<file path="config.mk">
export PLATFORM = sky130hd
export DESIGN_NAME = seq_divider
export DESIGN_NICKNAME = d
export VERILOG_FILES = /design/src/rtl/div_pkg.sv /design/src/rtl/div_operand_prep.sv /design/src/rtl/div_shift_core.sv /design/src/rtl/div_sign_fix.sv /design/src/rtl/seq_divider.sv
export SDC_FILE = /design/constraint.sdc
export NUM_CORES = 1
export LEC_CHECK = 0
export ABC_AREA = 1
export BUFFER_PORTS_ARGS = -buffer_cell sky130_fd_sc_hd__buf_4
export CORE_AREA = 3 3 175 177
export DETAILED_ROUTE_END_ITERATION = 7
export DIE_AREA = 0 0 178 180
export SLEW_MARGIN = 20
export SYNTH_ARGS = -nofsm -noshare
export SYNTH_HDL_FRONTEND = slang
export SYNTH_SLANG_ARGS = --single-unit
export TNS_END_PERCENT = 100
</file>
<file path="constraint.sdc">
create_clock -name clk -period 2.25 [get_ports clk]
set_input_delay 0.1125 -clock clk [delete_from_list [all_inputs] [get_ports clk]]
set_output_delay 0.1125 -clock clk [all_outputs]
set_load 0.01 [all_outputs]
</file>
<file path="src/rtl/div_pkg.sv">
// Shared types for the sequential divider.
// Assumes nothing beyond a synthesizable two-bit state encoding.
package div_pkg;
    typedef enum logic [1:0] {
        DS_IDLE = 2'd0,
        DS_RUN  = 2'd1,
        DS_FIX  = 2'd2
    } div_state_e;
endpackage

</file>
<file path="src/rtl/div_operand_prep.sv">
// Converts raw operands to magnitudes and works out the result sign flags.
// Assumes two's complement inputs when sgn is set; purely combinational.
module div_operand_prep #(
    parameter int W = 32
) (
    input  logic [W-1:0] a,
    input  logic [W-1:0] b,
    input  logic         sgn,
    output logic [W-1:0] mag_a,
    output logic [W-1:0] mag_b,
    output logic         neg_q,
    output logic         neg_r
);
    logic a_neg, b_neg;

    // Purpose: take absolute values and derive the quotient and remainder signs.
    always_comb begin
        a_neg = sgn & a[W-1];
        b_neg = sgn & b[W-1];
        mag_a = a_neg ? (~a + 1'b1) : a;
        mag_b = b_neg ? (~b + 1'b1) : b;
        neg_q = a_neg ^ b_neg;
        neg_r = a_neg;
    end
endmodule

</file>
<file path="src/rtl/div_shift_core.sv">
// Restoring shift-subtract engine on one 2W-bit register plus one carry bit.
// The register is loaded already shifted left by one. Every step compares the
// upper half (with the carry bit) against the divisor using a W+1 bit subtract,
// keeps or restores it, then shifts left and inserts the quotient bit.
// Assumes the caller issues exactly W steps after a load.
module div_shift_core #(
    parameter int W = 32
) (
    input  logic         clk,
    input  logic         rst_n,
    input  logic         load,
    input  logic         step,
    input  logic [W-1:0] mag_a,
    input  logic [W-1:0] mag_b,
    output logic [W-1:0] quo_mag,
    output logic [W-1:0] rem_mag
);
    localparam int AW = 2 * W;

    logic [W-1:0]  dvsr_q;
    logic [AW-1:0] acc_q;
    logic          ext_q;
    logic [W:0]    upper;
    logic [W:0]    diff;
    logic          below;

    // Purpose: trial-subtract the divisor from the extended upper half.
    always_comb begin
        upper = {ext_q, acc_q[AW-1:W]};
        diff  = upper - {1'b0, dvsr_q};
        below = diff[W];
    end

    // Purpose: load the pre-shifted dividend, or run one restore-and-shift step.
    always_ff @(posedge clk) begin
        if (!rst_n) begin
            dvsr_q <= '0;
            acc_q  <= '0;
            ext_q  <= 1'b0;
        end else if (load) begin
            dvsr_q <= mag_b;
            acc_q  <= {{(W-1){1'b0}}, mag_a, 1'b0};
            ext_q  <= 1'b0;
        end else if (step) begin
            if (below) begin
                {ext_q, acc_q} <= {upper[W-1:0], acc_q[W-1:0], 1'b0};
            end else begin
                {ext_q, acc_q} <= {diff[W-1:0], acc_q[W-1:0], 1'b1};
            end
        end
    end

    // Purpose: expose the quotient and undo the last shift on the remainder.
    always_comb begin
        quo_mag = acc_q[W-1:0];
        rem_mag = {ext_q, acc_q[AW-1:W+1]};
    end
endmodule

</file>
<file path="src/rtl/div_sign_fix.sv">
// Applies the sign flags to the magnitude results.
// Assumes magnitudes from the core and the flags latched at start; combinational.
module div_sign_fix #(
    parameter int W = 32
) (
    input  logic [W-1:0] quo_mag,
    input  logic [W-1:0] rem_mag,
    input  logic         neg_q,
    input  logic         neg_r,
    output logic [W-1:0] quo_s,
    output logic [W-1:0] rem_s
);
    // Purpose: negate the quotient and remainder where their flags ask for it.
    always_comb begin
        quo_s = neg_q ? (~quo_mag + 1'b1) : quo_mag;
        rem_s = neg_r ? (~rem_mag + 1'b1) : rem_mag;
    end
endmodule

</file>
<file path="src/rtl/seq_divider.sv">
// Top level of the sequential divider: start/busy/done control and result registers.
// One load cycle, W iteration cycles and one sign-fix cycle, so done arrives W+1
// edges after the accepting edge. Assumes start is synchronous to clk.
module seq_divider #(
    parameter int W = 32
) (
    input  logic         clk,
    input  logic         rst_n,
    input  logic         start,
    input  logic         signed_mode,
    input  logic [W-1:0] dividend,
    input  logic [W-1:0] divisor,
    output logic         busy,
    output logic         done,
    output logic [W-1:0] quo,
    output logic [W-1:0] rem
);
    import div_pkg::*;

    localparam int CW = $clog2(W + 1);
    localparam logic [CW-1:0] LAST = CW'(W - 1);

    div_state_e    state_q;
    logic [CW-1:0] iter_q;
    logic          neg_q_q, neg_r_q;
    logic [W-1:0]  mag_a, mag_b, quo_mag, rem_mag, quo_s, rem_s;
    logic          neg_q_c, neg_r_c;
    logic          load, step;

    div_operand_prep #(.W(W)) u_prep (
        .a(dividend), .b(divisor), .sgn(signed_mode),
        .mag_a(mag_a), .mag_b(mag_b), .neg_q(neg_q_c), .neg_r(neg_r_c)
    );

    div_shift_core #(.W(W)) u_core (
        .clk(clk), .rst_n(rst_n), .load(load), .step(step),
        .mag_a(mag_a), .mag_b(mag_b), .quo_mag(quo_mag), .rem_mag(rem_mag)
    );

    div_sign_fix #(.W(W)) u_fix (
        .quo_mag(quo_mag), .rem_mag(rem_mag), .neg_q(neg_q_q), .neg_r(neg_r_q),
        .quo_s(quo_s), .rem_s(rem_s)
    );

    // Purpose: decode core controls from the state.
    always_comb begin
        load = (state_q == DS_IDLE) && start;
        step = (state_q == DS_RUN);
    end

    // Purpose: sequence load, iterate and fix; register results and handshake.
    always_ff @(posedge clk) begin
        if (!rst_n) begin
            state_q <= DS_IDLE;
            iter_q  <= '0;
            neg_q_q <= 1'b0;
            neg_r_q <= 1'b0;
            busy    <= 1'b0;
            done    <= 1'b0;
            quo     <= '0;
            rem     <= '0;
        end else begin
            done <= 1'b0;
            case (state_q)
                DS_IDLE: begin
                    if (start) begin
                        state_q <= DS_RUN;
                        iter_q  <= '0;
                        neg_q_q <= neg_q_c;
                        neg_r_q <= neg_r_c;
                        busy    <= 1'b1;
                    end
                end
                DS_RUN: begin
                    iter_q <= iter_q + 1'b1;
                    if (iter_q == LAST) begin
                        state_q <= DS_FIX;
                    end
                end
                DS_FIX: begin
                    quo     <= quo_s;
                    rem     <= rem_s;
                    done    <= 1'b1;
                    busy    <= 1'b0;
                    state_q <= DS_IDLE;
                end
                default: state_q <= DS_IDLE;
            endcase
        end
    end
endmodule

</file>
Word-level counts from Yosys, hierarchy flattened. Cells that the tools add are included.

Register bits after elaboration: 173. Bits in latches: 0. RAM bits: 0. Memory bits (read-only): 0. Input bits: 68. Output and inout bits: 66. Logic and storage cells: 57. Memories kept: 0.

Add/sub/neg operators: 6. Multiply operators: 0. Div/mod/pow operators: 0. Order comparisons: 0. Eq/ne operators: 5. Shift-type cells: 0. Mux-type cells: 16. Bitwise gates (word level): 8. Reductions and logical operators: 10.

Operator list (number): $add A32 B1 Y32 const B (4); $mux W32 (4); $not A32 Y32 (4); $mux W33 (2); $mux W64 (1); $sub A33 B32 Y33 (1); $pmux W6 S2 (1); $reduce_and A2 Y1 (4); $add A6 B1 Y6 const B (1); $eq A6 B5 Y1 const B (1); $mux W6 (1); $reduce_bool A2 Y1 (3); $mux W2 (2); $pmux W2 S2 (1); $mux W1 (3); $and A1 B1 Y1 (2); $eq A2 B1 Y1 const B (1); $eq A2 B2 Y1 const B (1); $logic_not A2 Y1 (1); $ne A2 B1 Y1 const B (1); $ne A2 B2 Y1 const B (1); $pmux W1 S2 (1); $reduce_or A2 Y1 (1); $logic_and A1 B1 Y1 (1); other kinds (2) (2).

Depth between registers and ports, before layout. Gate-level depths: netlist of run 1.

Depth after elaboration: 4. Mapped depth: 19. Mapped depth without buffers: 19.

Modules after synthesis. A second synthesis of run 1 with hierarchy kept.

Cell total of the unflattened synthesis: 2424. Area total of the unflattened synthesis: 13987.2 um^2.

Modules (own cells, without submodules): div_shift_core (instances 1, cells each 1145, area an instance 7075.5 um^2, seq. area each 1941.9 um^2); seq_divider (instances 1, cells each 357, area an instance 2745.1 um^2, seq. area each 1521.5 um^2); div_sign_fix (instances 1, cells each 465, area an instance 2099.5 um^2, seq. area each 0.0 um^2); div_operand_prep (instances 1, cells each 457, area an instance 2067.0 um^2, seq. area each 0.0 um^2).

Worst setup path after synthesis of run 1. OpenSTA, ideal clock, no wires.

Path kind: register to register. From: reg u_core.acc_q[32]. To: reg u_core.acc_q[40]. Setup time: 0.066 ns. Arrival time: 2.109 ns. Data required time: 2.184 ns. Slack: 0.075 ns. Stages on the path, launching flop included: 18. Path buffers: 2. Clock period less this slack: 2.175 ns. Cells stage by stage: dfxtp_1 inv_1 ha_1 inv_1 fa_1 nand2_1 nand2_1 nand3_2 nand2_2 nand2_2 nand2_4 nand2_4 nand3_2 buf_6 buf_6 nand3b_2 nand3_1 a21oi_2.

Cells in the longest elaborated chain, start to end: 2.

RTL lines: start, declared (RTL line div_shift_core.sv:21) `logic [AW-1:0] acc_q;`; start signal, assigned (RTL line div_shift_core.sv:42) `acc_q <= {{(W-1){1'b0}}, mag_a, 1'b0};`; start signal, assigned (RTL line div_shift_core.sv:46) `{ext_q, acc_q} <= {upper[W-1:0], acc_q[W-1:0], 1'b0};`; start signal, assigned (RTL line div_shift_core.sv:48) `{ext_q, acc_q} <= {diff[W-1:0], acc_q[W-1:0], 1'b1};`; $sub A33 B32 Y33 (RTL line div_shift_core.sv:30) `diff = upper - {1'b0, dvsr_q};`; $mux W64 (RTL line div_shift_core.sv:45) `if (below) begin`.

Every way passes these cells. A chain may end at the register's enable or synchronous reset.

Final worst setup path of run 1.
From: reg u_core.acc_q[32]. To: reg u_core.acc_q[47].

The elaborated chain is that of the path after synthesis.

==> results.ini, run 1 <==
[worst_setup_path]
critPathKind=flip-flop to flip-flop
crit_top_cell=nand2_2
startpoint=u_core.acc_q[32]
cp_slowest_stage_delay_ns=0.36
critical_path_buf_inv_count=4
cp_data_arrival_time_ns=2.61
crit_chain=inv_2, ha_4, inv_4, fa_2, nand2_2, nand2_2, nand3_2, nand2_2, nand2_2, nand2_4, nand2_4, nand3_4, buf_6, clkbuf_16, nand3b_2, nand3_1, a21oi_1
critPathLaunchType=flip-flop
cp_slowest_cell=fa_2
cp-end-kind=flip-flop
r2r-start=u_core.acc_q[32]
cpLargestDelayFamily=simple AND/OR/NAND/NOR gates
crit_path_max_fanout=7
critical_path_required_ns=2.62

[timing]
finClkSkew_ns=0.01141
slew_headroom=0.5329
layout_min_cycle_time_ns=2.237
period_share=0.9940
setup_slack_ns=0.01344
tightest_slew_ns=0.6999
tns_ns=0
rsz0062_at_grt=yes
timing.hold.ws_ns=0.01448
drv_slew=0
max_freq_mhz=447.1
setup_viol=0
finalHoldViolations=0

[status]
status=completed

[yosys]
synth_warnings=0
synthCells=2046
ys_seq_area_frac=0.2766
async_reset_ff_frac=0
synth_edf_count=0
synth-simple-area-share=0.3526
syn-num-nets=2152
synthFlopType=dfxtp_1
synthesis.area_um2=12520
ys_seq_elements=173
avgSynthCellArea_um2=6.121
synth_area_leaders=dfxtp_1 28%, nand2_1 16%, inv_1 10%, nor2_1 5.8%, nand3_1 5.6%
synth_compound_area_frac=0.1637
ys_types=52
synth_fa_ha_area_frac=0.03857
synth_mux_area_frac=0
synth_top_area_share=0.2766
synth_xor_area_frac=0.03637
synth_top_family_by_area=simple AND/OR/NAND/NOR gates
yosysTopAreaCell=dfxtp_1

[global_route]
grt_overflow_total=0
grt_antenna_before_repair=0
grt_pass1_vias=12070
grt_pass1_wl_um=66180
track_usage=0.2609
grt_max_degree=111

[finish]
n_antenna_cell=0
mostFrequentLayoutCell=nand2_1
drive_above_1_share=0.1889
fin_cells=2666
layout.nets=2369
postLayoutCoreUtil=0.5433
fillCellCount=2936
flow.area_growth_from_synthesis_pct=27.55
layout_common_cells=523 x nand2_1, 333 x inv_1, 234 x buf_4

[routing]
avgRoutedWirePerCell_um=16.13
ant_nets=0
wirelength_um=43000
viasPerCell=5.088
drt_first_pass_iters=6
drc=0
num_vias=13570
drt-initial-drc-count=1136

[run]
maxCapViolCount=0

[clock_tree]
cts_buffers=17
clockBufferDepth=2
cts-root-buf=clkbuf_16
cts-htree-levels=4
clkTransAtPathRegs_ns=0.07
clock_latency_ns=0.44
clock-sinks=173
tritoncts=built

[floorplan]
initial_core_util=0.4259
ios=134
num_rows=63
die_h_um=180
die_w_um=178
core-area_um2=29400
die_area_um2=32040

[min_path]
hp-class=primary input to flip-flop
hold_start=dividend[8]

[power_and_ir_drop]
p_leak_nw=8.028
ir_drop_mv=0.6167
powerDensity_nw_per_um2=810.3

[placed_design]
place_inst=2602
gp_congestion=0.9224
dp_hpwl_um=32920
port_buffers=133
place_ws_ns=-0.1747

## registers in the layout, indices dropped and copies added, names as in the netlist
register       count
u_core.acc_q      64
quo               32
rem               32
u_core.dvsr_q     32
iter_q             6
state_q            2
busy               1
done               1
neg_q_q            1
neg_r_q            1
u_core.ext_q       1
## path summary, 6_finish.rpt
| path | to | slack, ns | cells after the start |
|---|---|---|---|
| worst max register to register | u_core.acc_q[47] | 0.01 | 17 |
| worst max-delay path | u_core.acc_q[47] | 0.01 | 17 |
| worst min register to register | u_core.dvsr_q[24] | 0.46 | 2 |
| worst min-delay path | u_core.acc_q[9] | 0.01 | 4 |
## synth_stat cells (6+ instances only)
master    instances
nand3_1         139
inv_2            11
o211ai_1         23
nand3b_1         10
xor2_1           46
o221ai_1         16
o21bai_1          8
clkbuf_1         52
o32ai_1          14
nor3_2            6
nand3_2          18
o21ai_0          93
ha_1             37
nand2_2          11
o22ai_1          17
buf_1             6
a21oi_1         136
nand2_1         543
a22oi_1          17
inv_1           339
buf_2             7
dfxtp_1         173
o21ai_1           9
nor2_2            7
nand4_1          19
xnor2_1           6
nor3_1           33
nor2_1          194
## cell type report
| cell class | instances | area, µm² | area share |
|---|---|---|---|
| Clock buffer | 18 | 439.2 | 0.02749 |
| Clock inverter | 14 | 181.4 | 0.01136 |
| Sequential cell | 173 | 3470 | 0.2172 |
| Inverter | 353 | 1330 | 0.08327 |
| Multi-Input combinational cell | 1450 | 7835 | 0.4905 |
| Timing Repair Buffer | 268 | 2230 | 0.1396 |
| Tap cell | 390 | 488.0 | 0.03055 |
## kinds of logic after synthesis
logic type | after synthesis
AND/OR/NAND/NOR | 1010
flip-flops | 173
buffers and inverters | 425
XOR/XNOR | 52
adder cells (fa/ha/maj) | 38
AO/OA/AOI/OAI | 348
## metal layers
metal | global-route usage | vias up | part of all wire
li1 | - | 7008 | -
met1 | 0.3910 | 6077 | 0.48
met2 | 0.3841 | 426 | 0.43
met3 | 0.04204 | 54 | 0.067
met4 | 0.07163 | 0 | 0.025
met5 | 0 | - | 0
## through the flow
step / power [mW] / instance area, µm²
after floorplan: 7.218 / 12520
after global placement: 8.974 / 14520
after detailed placement: 9.017 / 14520
after CTS: 12.44 / 15550
after global routing: 13.80 / 15970
final: 12.94 / 15970
## power by group
group	total, mW	switching (mW)	internal [mW]
registers	3.44	0.205	3.24
clock network	3.20	1.39	1.81
logic	6.30	3.88	2.42
total	12.9	5.48	7.46
## worst reg2reg max path: cells and delay by family, from the launching register on
| kind | cells | cell delay [ns] |
|---|---|---|
| fa+ha+maj | 2 | 0.51 |
| flops | 1 | 0.32 |
| compound gates | 1 | 0.14 |
| buf+inv | 4 | 0.44 |
| simple gates | 10 | 0.77 |
## repair_timing
| item | in CTS | in global routing |
|---|---|---|
| gates cloned | 4 | 3 |
| buffers inserted | 3 | 0 |
| resized for setup | 18 | 78 |
| pin swaps | 3 | 13 |
| hold buffers | 22 | 0 |
| endpoints found under the setup margin | 33 | 40 |
| endpoints found under the hold margin | 23 | 0 |
Power figures use the tool's default switching activity.
==> run 2: changes to the inputs <==
--- a/config.mk
+++ b/config.mk
@@ -7,10 +7,9 @@
 export LEC_CHECK = 0
 export ABC_AREA = 1
 export BUFFER_PORTS_ARGS = -buffer_cell sky130_fd_sc_hd__buf_4
-export CORE_AREA = 3 3 175 177
+export CORE_AREA = 2 2 174 176
 export DETAILED_ROUTE_END_ITERATION = 7
-export DIE_AREA = 0 0 178 180
-export SLEW_MARGIN = 20
+export DIE_AREA = 0 0 176 178
 export SYNTH_ARGS = -nofsm -noshare
 export SYNTH_HDL_FRONTEND = slang
 export SYNTH_SLANG_ARGS = --single-unit
==> run 2 against run 1 <==
Against the previous run: the run now ends with negative setup slack left; power decreased by 0.50%; first-iteration DRC count down 9.0%; sequential cell count unchanged; non-clock buffer count down 9; clock power down 6.9%; register-to-register slack got worse by 0.04 ns; fmax shrank 1.6%; critical path type unchanged; largest cell class unchanged.
==> results.ini, run 2 (synthesis results as in run 1) <==
[status]
status=finished with violations
failed_checks=negative setup slack

[placed_design]
dp_hpwl_um=32840  ; -0.24%
place_ws_ns=-0.08630  ; +0.08840 ns
place_inst=2594  ; -0.31%
port_buffers=133  ; unchanged
place_area_um2=14500  ; -0.15%
gp_congestion=0.9766  ; +5.9%

[power_and_ir_drop]
fin_total_pwr_mw=12.88  ; -0.50%
p_leak_nw=7.953  ; -0.93%
ir_drop_mv=0.5954  ; -3.4%
powerDensity_nw_per_um2=806.5  ; -0.47%

[clock_tree]
clkTransAtPathRegs_ns=0.07  ; about the same
cts-root-buf=clkbuf_16
clockBufferDepth=2  ; unchanged
clock_latency_ns=0.44  ; about the same
tritoncts=built
clock-sinks=173  ; unchanged
cts-htree-levels=4  ; unchanged
cts_buffers=17  ; unchanged

[finish]
flow.area_growth_from_synthesis_pct=27.51  ; about the same
mostFrequentLayoutCell=nand2_1
postLayoutCoreUtil=0.5431  ; about the same
n_antenna_cell=0  ; unchanged
drive_above_1_share=0.1966  ; +0.007627
fillCellCount=2941  ; +0.17%
final_area_um2=15970  ; about the same
largest_reg_flops=64  ; unchanged
layout.nets=2358  ; -0.46%
layout_common_cells=508 x nand2_1, 333 x inv_1, 224 x buf_4
fin_cells=2654  ; -0.45%
top_register=u_core.acc_q

[floorplan]
num_rows=63  ; unchanged
initial_core_util=0.4259  ; unchanged
core-area_um2=29400  ; unchanged
ios=134  ; unchanged
die_area_um2=31330  ; -2.2%
die_h_um=178  ; -1.1%
die_w_um=176  ; -1.1%

[worst_setup_path]
reg2reg_slack_ns=-0.02  ; -0.04 ns
critical_path_required_ns=2.60  ; -0.02 ns
cp_slowest_cell=dfxtp_1
crit_top_cell=nand2_2
cp_slowest_stage_delay_ns=0.45  ; +0.09 ns
cp-end-kind=flip-flop
startpoint=u_core.acc_q[50]
rr_worst_depth=15  ; -2
crit_chain=ha_1, nand2_2, inv_2, nand2_1, nand2_2, nand2_2, nand2_2, a21oi_4, nand2_4, nand2_8, nand2_8, clkbuf_16, nand2_1, nand3_1, a21oi_1
cp-endpoint=u_core.acc_q[52]
critPathKind=flip-flop to flip-flop
timing.rr.end=u_core.acc_q[52]
cp_data_arrival_time_ns=2.62  ; about the same
critPathLaunchType=flip-flop
crit_path_max_fanout=8  ; +1
r2r-start=u_core.acc_q[50]

[timing]
finClkSkew_ns=0.01396  ; +0.002544 ns
slew_headroom=0.5570  ; +0.02410
tns_ns=-0.02253  ; -0.02253 ns
layout_min_cycle_time_ns=2.273  ; +0.03598 ns
finalHoldViolations=0  ; unchanged
tightest_slew_ns=0.6638  ; -0.03611 ns
setup_viol=1  ; +1
timing.hold.ws_ns=0.02475  ; +0.01027 ns
max_freq_mhz=440.0  ; -1.6%
drv_slew=0  ; unchanged
period_share=1.010  ; +0.01599
rsz0062_at_grt=yes
setup_slack_ns=-0.02253  ; -0.03598 ns

[routing]
viasPerCell=5.118  ; +0.59%
num_vias=13580  ; +0.13%
wirelength_um=42610  ; -0.92%
drc=0  ; unchanged
ant_nets=0  ; unchanged
avgRoutedWirePerCell_um=16.05  ; -0.47%
drt_first_pass_iters=5  ; -1
drt-initial-drc-count=1034  ; -9.0%

[global_route]
grt_antenna_before_repair=0  ; unchanged
grt_overflow_total=0  ; unchanged
grt_max_degree=111  ; unchanged
grt_pass1_wl_um=65630  ; -0.82%
grt_pass1_vias=12150  ; +0.70%
track_usage=0.2671  ; +0.006212

[min_path]
hp-class=primary input to flip-flop

[run]
maxCapViolCount=0  ; unchanged

[run 2: what timing repair did]
| item | in CTS | in global routing |
|---|---|---|
| setup buffers | 0 | 2 |
| pin swaps | 3 | 22 |
| cloned | 0 | 3 |
| gates resized for setup | 9 | 115 |
| setup endpoints to repair | 33 | 42 |
| endpoints found under the hold margin | 25 | 0 |
| hold buffers | 24 | 0 |
[run 2: worst min-delay path by stage]
stage	from	to	slack (ns)	cells past startpoint
final	dividend[20]	u_core.acc_q[21]	0.02	3
after global placement	divisor[31]	neg_q_q	0.36	2
after global routing	dividend[20]	u_core.acc_q[21]	0.02	3
after detailed placement	divisor[31]	neg_q_q	0.36	2
after floorplan	divisor[31]	neg_q_q	0.23	1
after CTS	dividend[20]	u_core.acc_q[21]	0.00004	3
[run 2: layout make-up]
type	count	area [µm²]	share of cell area
clock inverter	9	111.4	0.006974
tap	390	488.0	0.03056
clock buffer	22	464.2	0.02907
multi-input combinational	1448	7964	0.4987
inverter	353	1328	0.08314
sequential	173	3473	0.2175
timing repair buffer	259	2140	0.1340
[run 2: routing by layer]
metal | global-route usage | wire length (µm)
met4 | 0.08540 | 971
met2 | 0.4009 | 18320
met5 | 0 | 0
met1 | 0.3925 | 20830
met3 | 0.03815 | 2488
[run 2: report_power, final]
group	switching (mW)	internal (mW)	leakage [nW]
registers	0.209	3.24	1.41
logic	3.94	2.50	6.27
clock network	1.29	1.69	0.277
total	5.44	7.44	7.95
[run 2: worst max-delay path: cells and delay by family (launching register included)]
kind	cells	cell delay, ns
AND/OR/NAND/NOR	10	0.81
flip-flops	1	0.45
AO/OA/AOI/OAI	2	0.39
adder cells (fa/ha/maj)	1	0.29
buffers and inverters	2	0.23
==> run 3: changes to the inputs <==
--- a/config.mk
+++ b/config.mk
@@ -10,6 +10,7 @@
 export CORE_AREA = 2 2 174 176
 export DETAILED_ROUTE_END_ITERATION = 7
 export DIE_AREA = 0 0 176 178
+export PLACE_DENSITY = 0.63
 export SYNTH_ARGS = -nofsm -noshare
 export SYNTH_HDL_FRONTEND = slang
 export SYNTH_SLANG_ARGS = --single-unit
==> constraint.sdc (replaced) <==
create_clock -name clk -period 2.12 [get_ports clk]
set_input_delay 0.106 -clock clk [delete_from_list [all_inputs] [get_ports clk]]
set_output_delay 0.106 -clock clk [all_outputs]
set_load 0.01 [all_outputs]
==> run 3 against run 2 <==
Against the previous run: the flow still finishes with violations (negative setup slack); combinational power is 3% higher; critical endpoint is now u_core.acc_q[62]; clock power is 2% higher; setup slack worse by 0.099 ns; cell count is 1.1% higher; worst hold slack worse by 0.012 ns; global-route usage is 0.052 points higher; wire length is 1.0% lower; sequential cell count stayed put.
==> results.ini, run 3 (synthesis results as in run 1) <==
[status]
status=finished with violations
failed_checks=negative setup slack

[floorplan]
die_area_um2=31330  ; unchanged
core-area_um2=29400  ; unchanged
initial_core_util=0.4259  ; unchanged
die_h_um=178  ; unchanged
die_w_um=176  ; unchanged
num_rows=63  ; unchanged
ios=134  ; unchanged

[routing]
viasPerCell=5.125  ; +0.13%
wirelength_um=42180  ; -1.0%
num_vias=13740  ; +1.2%
avgRoutedWirePerCell_um=15.73  ; -2.0%
drc=0  ; unchanged
drt-initial-drc-count=1337  ; +29%
drt_first_pass_iters=6  ; +1
ant_nets=0  ; unchanged

[timing]
setup_slack_ns=-0.1218  ; -0.09931 ns
finalHoldViolations=0  ; unchanged
setup_viol=33  ; +32
tightest_slew_ns=0.6036  ; -0.06017 ns
slew_headroom=0.5972  ; +0.04016
tns_ns=-2.446  ; -2.424 ns
layout_min_cycle_time_ns=2.242  ; -0.03069 ns
max_freq_mhz=446.1  ; +1.4%
rsz0062_at_grt=yes
finClkSkew_ns=0.01388  ; -0.00007880 ns
period_share=1.057  ; +0.04746
drv_slew=0  ; unchanged

[power_and_ir_drop]
powerDensity_nw_per_um2=843.1  ; +4.5%
ir_drop_mv=0.5800  ; -2.6%
p_leak_nw=7.996  ; +0.54%

[min_path]
hp-class=primary input to flip-flop

[clock_tree]
cts-htree-levels=4  ; unchanged
clock-sinks=173  ; unchanged
clockBufferDepth=2  ; unchanged
clkTransAtPathRegs_ns=0.07  ; about the same
cts_buffers=17  ; unchanged
clock_latency_ns=0.44  ; about the same
cts-root-buf=clkbuf_16
tritoncts=built

[finish]
fillCellCount=3035  ; +3.2%
n_antenna_cell=0  ; unchanged
layout.nets=2386  ; +1.2%
final_area_um2=15780  ; -1.2%
top_register=u_core.acc_q
layout_common_cells=527 x nand2_1, 333 x inv_1, 253 x buf_4
largest_reg_flops=64  ; unchanged
mostFrequentLayoutCell=nand2_1
flow.area_growth_from_synthesis_pct=26.00
drive_above_1_share=0.1837  ; -0.01287
seq_area_um2=3468  ; -0.14%
multi_input_area_um2=7652  ; -3.9%

[global_route]
grt_max_degree=111  ; unchanged
track_usage=0.2676  ; +0.0005198
grt_pass1_wl_um=66010  ; +0.58%
grt_overflow_total=0  ; unchanged
grt_pass1_vias=12110  ; -0.31%
grt_antenna_before_repair=0  ; unchanged

[worst_setup_path]
crit_path_max_fanout=6  ; -2
critPathKind=flip-flop to flip-flop
cp_slowest_stage_delay_ns=0.35  ; -0.10 ns
critical_path_required_ns=2.49  ; -0.11 ns
cp_data_arrival_time_ns=2.62  ; about the same
crit_top_cell=nand2_2
cpLargestDelayFamily=simple AND/OR/NAND/NOR gates
critical_path_buf_inv_count=3  ; +1
cp_slowest_cell=fa_2
cp-end-kind=flip-flop
crit_chain=inv_2, ha_4, inv_4, fa_2, nand2_2, nand2_2, nand3_2, nand2_2, nand2_2, nand2_4, nand2_4, nand3_4, nand2_8, clkbuf_16, nand2_1, nand2_1, nand2_1, a21oi_1
critPathLaunchType=flip-flop

[placed_design]
dp_hpwl_um=32940  ; +0.31%
place_area_um2=14710  ; +1.4%
port_buffers=133  ; unchanged
gp_congestion=0.9404  ; -3.7%

[run]
maxCapViolCount=0  ; unchanged

[run 3: worst reg2reg max path: cells and delay by family, from the launching register on]
kind | cells | cell delay (ns)
DFF | 1 | 0.32
AOI/OAI and AO/OA | 1 | 0.12
buffers and inverters | 3 | 0.27
and+or+nand+nor | 12 | 0.98
adders and majority gates | 2 | 0.49
[run 3: timing repair]
| item | 4_1_cts | 5_1_grt |
|---|---|---|
| hold buffers | 24 | 0 |
| setup endpoints to repair | 34 | 51 |
| gates resized for setup | 25 | 32 |
| setup buffers | 2 | 3 |
| pin swaps | 14 | 6 |
| hold endpoints to repair | 25 | 0 |
| gates cloned | 1 | 1 |
[run 3: path summary, 6_finish.rpt]
| kind | startpoint | to | slack (ns) | cells after the start |
|---|---|---|---|---|
| worst max register to register | u_core.acc_q[32] | u_core.acc_q[62] | -0.12 | 18 |
| worst min-delay path | dividend[16] | u_core.acc_q[17] | 0.01 | 3 |
| worst max-delay path | u_core.acc_q[32] | u_core.acc_q[62] | -0.12 | 18 |
| worst min register to register | u_core.dvsr_q[29] | u_core.dvsr_q[29] | 0.46 | 2 |
[run 3: cell type report]
type / count / area share
Clock buffer: 19 / 0.02807
Timing Repair Buffer: 286 / 0.1457
Clock inverter: 12 / 0.006423
Inverter: 353 / 0.08413
Sequential cell: 173 / 0.2198
Tap cell: 390 / 0.03093
Multi-Input combinational cell: 1449 / 0.4850
[run 3: routing by layer]
layer	part of all wire	track usage	routed length (µm)
met3	0.063	0.03026	2672
met5	0	0	0
met4	0.016	0.05716	668
met2	0.44	0.4183	18480
met1	0.48	0.3956	20360
[run 3: power by group]
part / total (mW) / leakage, nW / internal, mW / switching [mW]
Clock: 3.04 / 0.264 / 1.56 / 1.48
Combinational: 6.62 / 6.32 / 2.58 / 4.04
Sequential: 3.64 / 1.41 / 3.44 / 0.203
Total: 13.3 / 8.00 / 7.58 / 5.72
[run 3: through the flow]
step,util,worst slack [ns],hold slack [ns],total power [mW],instances
after floorplan,-,0.01631,0.2278,7.674,2046
after global placement,0.5002,-0.1085,0.3440,9.731,2620
after detailed placement,0.5002,-0.1202,0.3558,9.754,2620
after CTS,0.5319,-0.06733,0.002082,13.04,2678
after global routing,0.5367,-0.2472,0.01966,14.18,2682
final,0.5367,-0.1218,0.01319,13.30,2682
